==> config.mk <==
export PLATFORM = sky130hd
export DESIGN_NAME = pwm_front_end
export DESIGN_NICKNAME = d
export VERILOG_FILES = /design/src/rtl/pwm_fe_pkg.sv /design/src/rtl/pwm_fe_decode.sv /design/src/rtl/pwm_fe_run_bit.sv /design/src/rtl/pwm_fe_event.sv /design/src/rtl/pwm_front_end.sv
export SDC_FILE = /design/constraint.sdc
export NUM_CORES = 1
export LEC_CHECK = 0
export ABC_AREA = 1
export BUFFER_PORTS_ARGS = -buffer_cell sky130_fd_sc_hd__buf_4
export CAP_MARGIN = 20
export CORE_AREA = 2 2 101 103
export CTS_CLUSTER_DIAMETER = 60
export DETAILED_ROUTE_END_ITERATION = 10
export DIE_AREA = 0 0 103 105
export GPL_TIMING_DRIVEN = 0
export PLACE_DENSITY = 0.65
export SYNTH_ARGS = -nofsm -noshare
export SYNTH_HDL_FRONTEND = slang
export SYNTH_SLANG_ARGS = --single-unit
==> constraint.sdc <==
create_clock -name clk -period 1.57 [get_ports clk]
set_clock_uncertainty 0.15 [all_clocks]
set_input_delay 0.2355 -clock clk [delete_from_list [all_inputs] [get_ports clk]]
set_output_delay 0.2355 -clock clk [all_outputs]
set_load 0.02 [all_outputs]
==> src/rtl/pwm_fe_pkg.sv <==
package pwm_fe_pkg;
  localparam logic [11:0] OFF_START  = 12'h004;
  localparam logic [11:0] OFF_STOP   = 12'h008;
  localparam logic [11:0] OFF_RUNST  = 12'h00C;
  localparam logic [11:0] OFF_EVENT  = 12'h01C;
  localparam logic [11:0] OFF_WIN0   = 12'h200;
  localparam int          WIN_LOG2   = 5;
endpackage

==> src/rtl/pwm_fe_decode.sv <==
module pwm_fe_decode
  import pwm_fe_pkg::*;
#(
  parameter int NUM_CH = 4,
  parameter int ADDR_W = 12
) (
  input  logic                req_valid,
  input  logic                req_write,
  input  logic [ADDR_W-1:0]   req_addr,
  output logic                do_start,
  output logic                do_stop,
  output logic                rd_runst,
  output logic                rd_event,
  output logic                rd_win,
  output logic [NUM_CH-1:0]   win_sel,
  output logic [WIN_LOG2-1:0] win_off
);
  localparam int HI_W = ADDR_W - WIN_LOG2;

  logic wr_req, rd_req;
  assign wr_req = req_valid && req_write;
  assign rd_req = req_valid && !req_write;

  assign do_start = wr_req && (req_addr == ADDR_W'(OFF_START));
  assign do_stop  = wr_req && (req_addr == ADDR_W'(OFF_STOP));
  assign rd_runst = rd_req && (req_addr == ADDR_W'(OFF_RUNST));
  assign rd_event = rd_req && (req_addr == ADDR_W'(OFF_EVENT));
  assign win_off  = req_addr[WIN_LOG2-1:0];

  for (genvar n = 0; n < NUM_CH; n++) begin : g_win
    localparam logic [ADDR_W-1:0] WIN_BASE =
      ADDR_W'(OFF_WIN0) + ADDR_W'(n << WIN_LOG2);
    assign win_sel[n] = req_valid &&
      (req_addr[ADDR_W-1:WIN_LOG2] == WIN_BASE[ADDR_W-1:WIN_LOG2]);
  end

  assign rd_win = rd_req && (|win_sel);

  logic [HI_W-1:0] unused_hi;
  assign unused_hi = '0;
endmodule

==> src/rtl/pwm_fe_run_bit.sv <==
module pwm_fe_run_bit (
  input  logic clk,
  input  logic rst,
  input  logic start,
  input  logic stop,
  input  logic period_end,
  output logic running,
  output logic stop_pending
);
  logic done, run_n;
  assign done  = stop_pending && period_end;
  assign run_n = start || (running && !done);

  always_ff @(posedge clk) begin
    if (rst) begin
      running      <= 1'b0;
      stop_pending <= 1'b0;
    end else begin
      running      <= run_n;
      stop_pending <= !start && running && !done && ((stop_pending && !period_end) || stop);
    end
  end
endmodule

==> src/rtl/pwm_fe_event.sv <==
module pwm_fe_event #(
  parameter int NUM_CH = 4
) (
  input  logic              clk,
  input  logic              rst,
  input  logic              rd_clear,
  input  logic [NUM_CH-1:0] period_end,
  output logic [NUM_CH-1:0] events
);
  always_ff @(posedge clk) begin
    if (rst) events <= '0;
    else     events <= (rd_clear ? '0 : events) | period_end;
  end
endmodule

==> src/rtl/pwm_front_end.sv <==
module pwm_front_end
  import pwm_fe_pkg::*;
#(
  parameter int NUM_CH = 4,
  parameter int ADDR_W = 12,
  parameter int DATA_W = 32
) (
  input  logic                     clk,
  input  logic                     rst,
  input  logic                     req_valid,
  input  logic                     req_write,
  input  logic [ADDR_W-1:0]        req_addr,
  input  logic [DATA_W-1:0]        req_wdata,
  output logic                     rsp_valid,
  output logic [DATA_W-1:0]        rsp_rdata,
  output logic [NUM_CH-1:0]        ch_en_o,
  input  logic [NUM_CH-1:0]        ch_period_end_i,
  output logic [NUM_CH-1:0]        chan_sel_o,
  output logic                     chan_we_o,
  output logic [WIN_LOG2-1:0]      chan_off_o,
  output logic [DATA_W-1:0]        chan_wdata_o,
  input  logic [NUM_CH*DATA_W-1:0] chan_rdata_i
);
  logic do_start, do_stop, rd_runst, rd_event, rd_win;
  logic [NUM_CH-1:0] win_sel, run_vec, pend_vec, event_vec;
  logic [WIN_LOG2-1:0] win_off;

  pwm_fe_decode #(.NUM_CH(NUM_CH), .ADDR_W(ADDR_W)) u_dec (
    .req_valid (req_valid),
    .req_write (req_write),
    .req_addr  (req_addr),
    .do_start  (do_start),
    .do_stop   (do_stop),
    .rd_runst  (rd_runst),
    .rd_event  (rd_event),
    .rd_win    (rd_win),
    .win_sel   (win_sel),
    .win_off   (win_off)
  );

  for (genvar n = 0; n < NUM_CH; n++) begin : g_ch
    pwm_fe_run_bit u_run (
      .clk          (clk),
      .rst          (rst),
      .start        (do_start && req_wdata[n]),
      .stop         (do_stop && req_wdata[n]),
      .period_end   (ch_period_end_i[n]),
      .running      (run_vec[n]),
      .stop_pending (pend_vec[n])
    );
  end

  pwm_fe_event #(.NUM_CH(NUM_CH)) u_evt (
    .clk        (clk),
    .rst        (rst),
    .rd_clear   (rd_event),
    .period_end (ch_period_end_i),
    .events     (event_vec)
  );

  assign ch_en_o      = run_vec;
  assign chan_sel_o   = win_sel;
  assign chan_we_o    = req_write && (|win_sel);
  assign chan_off_o   = win_off;
  assign chan_wdata_o = req_wdata;

  logic [DATA_W-1:0] win_rd, rd_mux;
  always_comb begin
    win_rd = '0;
    for (int n = 0; n < NUM_CH; n++)
      if (win_sel[n]) win_rd = win_rd | chan_rdata_i[n*DATA_W +: DATA_W];
  end

  always_comb begin
    rd_mux = '0;
    if (rd_runst)      rd_mux = DATA_W'(run_vec);
    else if (rd_event) rd_mux = DATA_W'(event_vec);
    else if (rd_win)   rd_mux = win_rd;
  end

  always_ff @(posedge clk) begin
    if (rst) begin
      rsp_valid <= 1'b0;
      rsp_rdata <= '0;
    end else begin
      rsp_valid <= req_valid && !req_write;
      rsp_rdata <= (req_valid && !req_write) ? rd_mux : '0;
    end
  end

  logic unused_pend;
  assign unused_pend = |pend_vec;
endmodule

==> results.json <==
{
  "setup_viol": 0,
  "fp.dieArea_um2": 10800,
  "tightest_slew_ns": 0.448,
  "synth_area_leaders": "dfxtp_1, nand2_1, buf_4",
  "rsz0062_at_grt": "yes",
  "avgSynthCellArea_um2": 6.60,
  "cts.sinks": 45,
  "min_period_ns": 1.54,
  "path_max_fanout": 3,
  "relSlewSlack_pct": 70.2,
  "fmax_mhz": 649,
  "synthDistinctLibCells": 25,
  "drive_gt1_share_pct": 49.4,
  "final_nets": 843,
  "start_util_pct": 28.5,
  "hold_viol": 0,
  "cts_tree": "yes",
  "route.detailed.drc": 0,
  "sw_frac_of_total_pct": 24.5,
  "coreArea_um2": 9640,
  "ios": 259,
  "ys_warn_count": 0,
  "gp_congestion": 0.808,
  "p_seq_share_pct": 43.3,
  "final_util_pct": 51.0,
  "critPathRequiredTime_ns": 1.18,
  "synth-seq-area-share_pct": 32.8,
  "cts.clk_slew.worst_paths_ns": 0.09,
  "syn_to_final_growth_pct": 78.7,
  "cts_buffers": 5,
  "fp.dieH_um": 105,
  "outcome": "finished, final reports clean",
  "drt_pass1_iterations": 4,
  "ys_ff_latch": 45,
  "cap_viol_max_count": 0,
  "grt_pass1_wl_mm": 16.4,
  "rows": 36,
  "grt_max_degree": 20,
  "overflow": 0,
  "p_comb_share_pct": 22.8,
  "antenna_cells": 0,
  "start_kind": "primary input",
  "antenna_left": 0,
  "drt_iter0_markers": 74,
  "grt_util_all_layers_pct": 19.6,
  "port_buffers": 230,
  "hpwl_mm": 9.04,
  "end_kind": "primary output",
  "cts_buffer_depth": 2,
  "yosysTopAreaCell": "dfxtp_1",
  "syn_area_um2": 2750,
  "total_power_mw": 2.67,
  "critical_path_class": "primary input to primary output",
  "clock_latency_ns": 0.29,
  "cp.arrival_ns": 1.15,
  "peakVddDrop_mv": 0.325,
  "synth_top_area_share_pct": 32.8,
  "grt_pass1_vias": 3391,
  "powerDensity_nw_per_um2": 542,
  "hp-class": "primary input to register",
  "vias": 3513,
  "synth-async-reset-ratio_pct": 0,
  "total_leakage_power_nw": 2.47,
  "switchingPower_mw": 0.653,
  "synth_edf_count": 0,
  "slew_viol_final": 0,
  "netlist_instances": 417,
  "fillers": 1036,
  "synth_most_common_cell": "nand2_1",
  "cts_root_buf": "clkbuf_8",
  "die_x_um": 103,
  "routed_wl_mm": 11.3,
  "timing.final.crit_share_pct": 98.1,
  "via_per_inst": 4.41,
  "antenna_found_initial": 0,
  "wl_per_cell_um": 14.1,
  "intPower_mw": 2.01,
  "synthesis.nets": 597,
  "power_frac_clock_pct": 33.9,
  "ctsHtreeMaxLevel": 2,
  "synth_top_cells_by_count": "nand2_1, nand3_1, buf_4, dfxtp_1, a21oi_1",
  "synth-main-ff-cell": "dfxtp_1"
}
## stage by stage
stage          area [um^2]  setup slack (ns)  hold slack [ns]  instances  setup TNS [ns]
6_report              4910            0.0301           0.0102        797               0
5_1_grt               4910           -0.0378          0.00223        797         -0.0379
4_1_cts               4880          -0.00140         0.000585        794        -0.00140
3_5_place_dp          4640            -0.408            0.308        780          -10.61
3_3_place_gp          4640            -0.419            0.296        780          -10.38
2_1_floorplan         2750            0.0994            0.173        417               0
## critical path: stages
cell,delay [ns]
buf_4,0.12
nor2_4,0.12
nand2_4,0.08
nor2_4,0.10
buf_6,0.11
buf_6,0.09
nor2_2,0.04
nor2_1,0.11
buf_4,0.16
## logic make-up (layout without fill, tap and decap cells)
| family | Yosys count | after routing | synth area share (%) |
|---|---|---|---|
| DFF | 45 | 45 | 32.8 |
| buffers and inverters | 80 | 327 | 19.4 |
| and+or+nand+nor | 241 | 241 | 38.5 |
| AOI/OAI and AO/OA | 51 | 51 | 9.33 |
## sequential cells by signal, summed over array words and instances, names as in the netlist
register / count
g_ch.u_run.running: 4
g_ch.u_run.stop_pending: 4
rsp_rdata: 32
rsp_valid: 1
u_evt.events: 4
## worst paths after layout
| path | startpoint | end | slack [ns] | depth (start not counted) |
|---|---|---|---|---|
| worst max-delay path | req_addr[11] | chan_we_o | 0.03 | 9 |
| worst min-delay path | chan_rdata_i[72] | rsp_rdata[8] | 0.01 | 3 |
| worst min register to register | g_ch[0].u_run.stop_pending | g_ch[0].u_run.stop_pending | 0.32 | 2 |
| worst max register to register | u_evt.events[1] | rsp_rdata[1] | 0.61 | 4 |
## layout by cell type, fill, tap and decap left out, drive strengths merged, types with 2 or more instances in the layout
cell / netlist / final
nand3: 49 / 49
o21ai: 8 / 8
nor3: 2 / 2
nand2b: 3 / 3
buf: 55 / 292
dlygate4sd3: 0 / 2
nand4: 2 / 2
dfxtp: 45 / 45
nand2: 133 / 133
inv: 22 / 22
nor2: 49 / 49
clkbuf: 3 / 9
a21oi: 42 / 42
## cell type report
| class | count | area (um^2) | area share, % |
|---|---|---|---|
| Inverter | 22 | 82.6 | 1.68 |
| Clock inverter | 2 | 38.8 | 0.789 |
| Clock buffer | 6 | 72.6 | 1.48 |
| Tap cell | 133 | 166 | 3.39 |
| Multi-Input combinational cell | 292 | 1360 | 27.6 |
| Sequential cell | 45 | 901 | 18.3 |
| Buffer | 54 | 452 | 9.19 |
| Timing Repair Buffer | 243 | 1840 | 37.5 |
## what timing repair did
action / 4_1_cts / 5_1_grt
endpoints found under the setup margin: 9 / 20
buffers inserted: 7 / 4
hold buffers: 1 / 1
pin swaps: 4 / 3
resized for setup: 25 / 7
endpoints found under the hold margin: 1 / 1
## power groups by stage
stage	Clock, mW	Combinational [mW]	Sequential, mW
global route	0.993	0.648	1.15
floorplan	0	0.197	1.18
global placement	0	0.584	1.18
finish	0.904	0.608	1.15
detailed placement	0	0.591	1.18
CTS	0.938	0.606	1.15
## per-layer routing
layer	wire length, um	share of wire, %	GRT usage [%]
met2	5860	52	38.2
met4	95	0.84	3.95
met1	4170	37	20.1
met3	1130	10	5.55
met5	0	0	0
(Power assumes the default switching activity.)
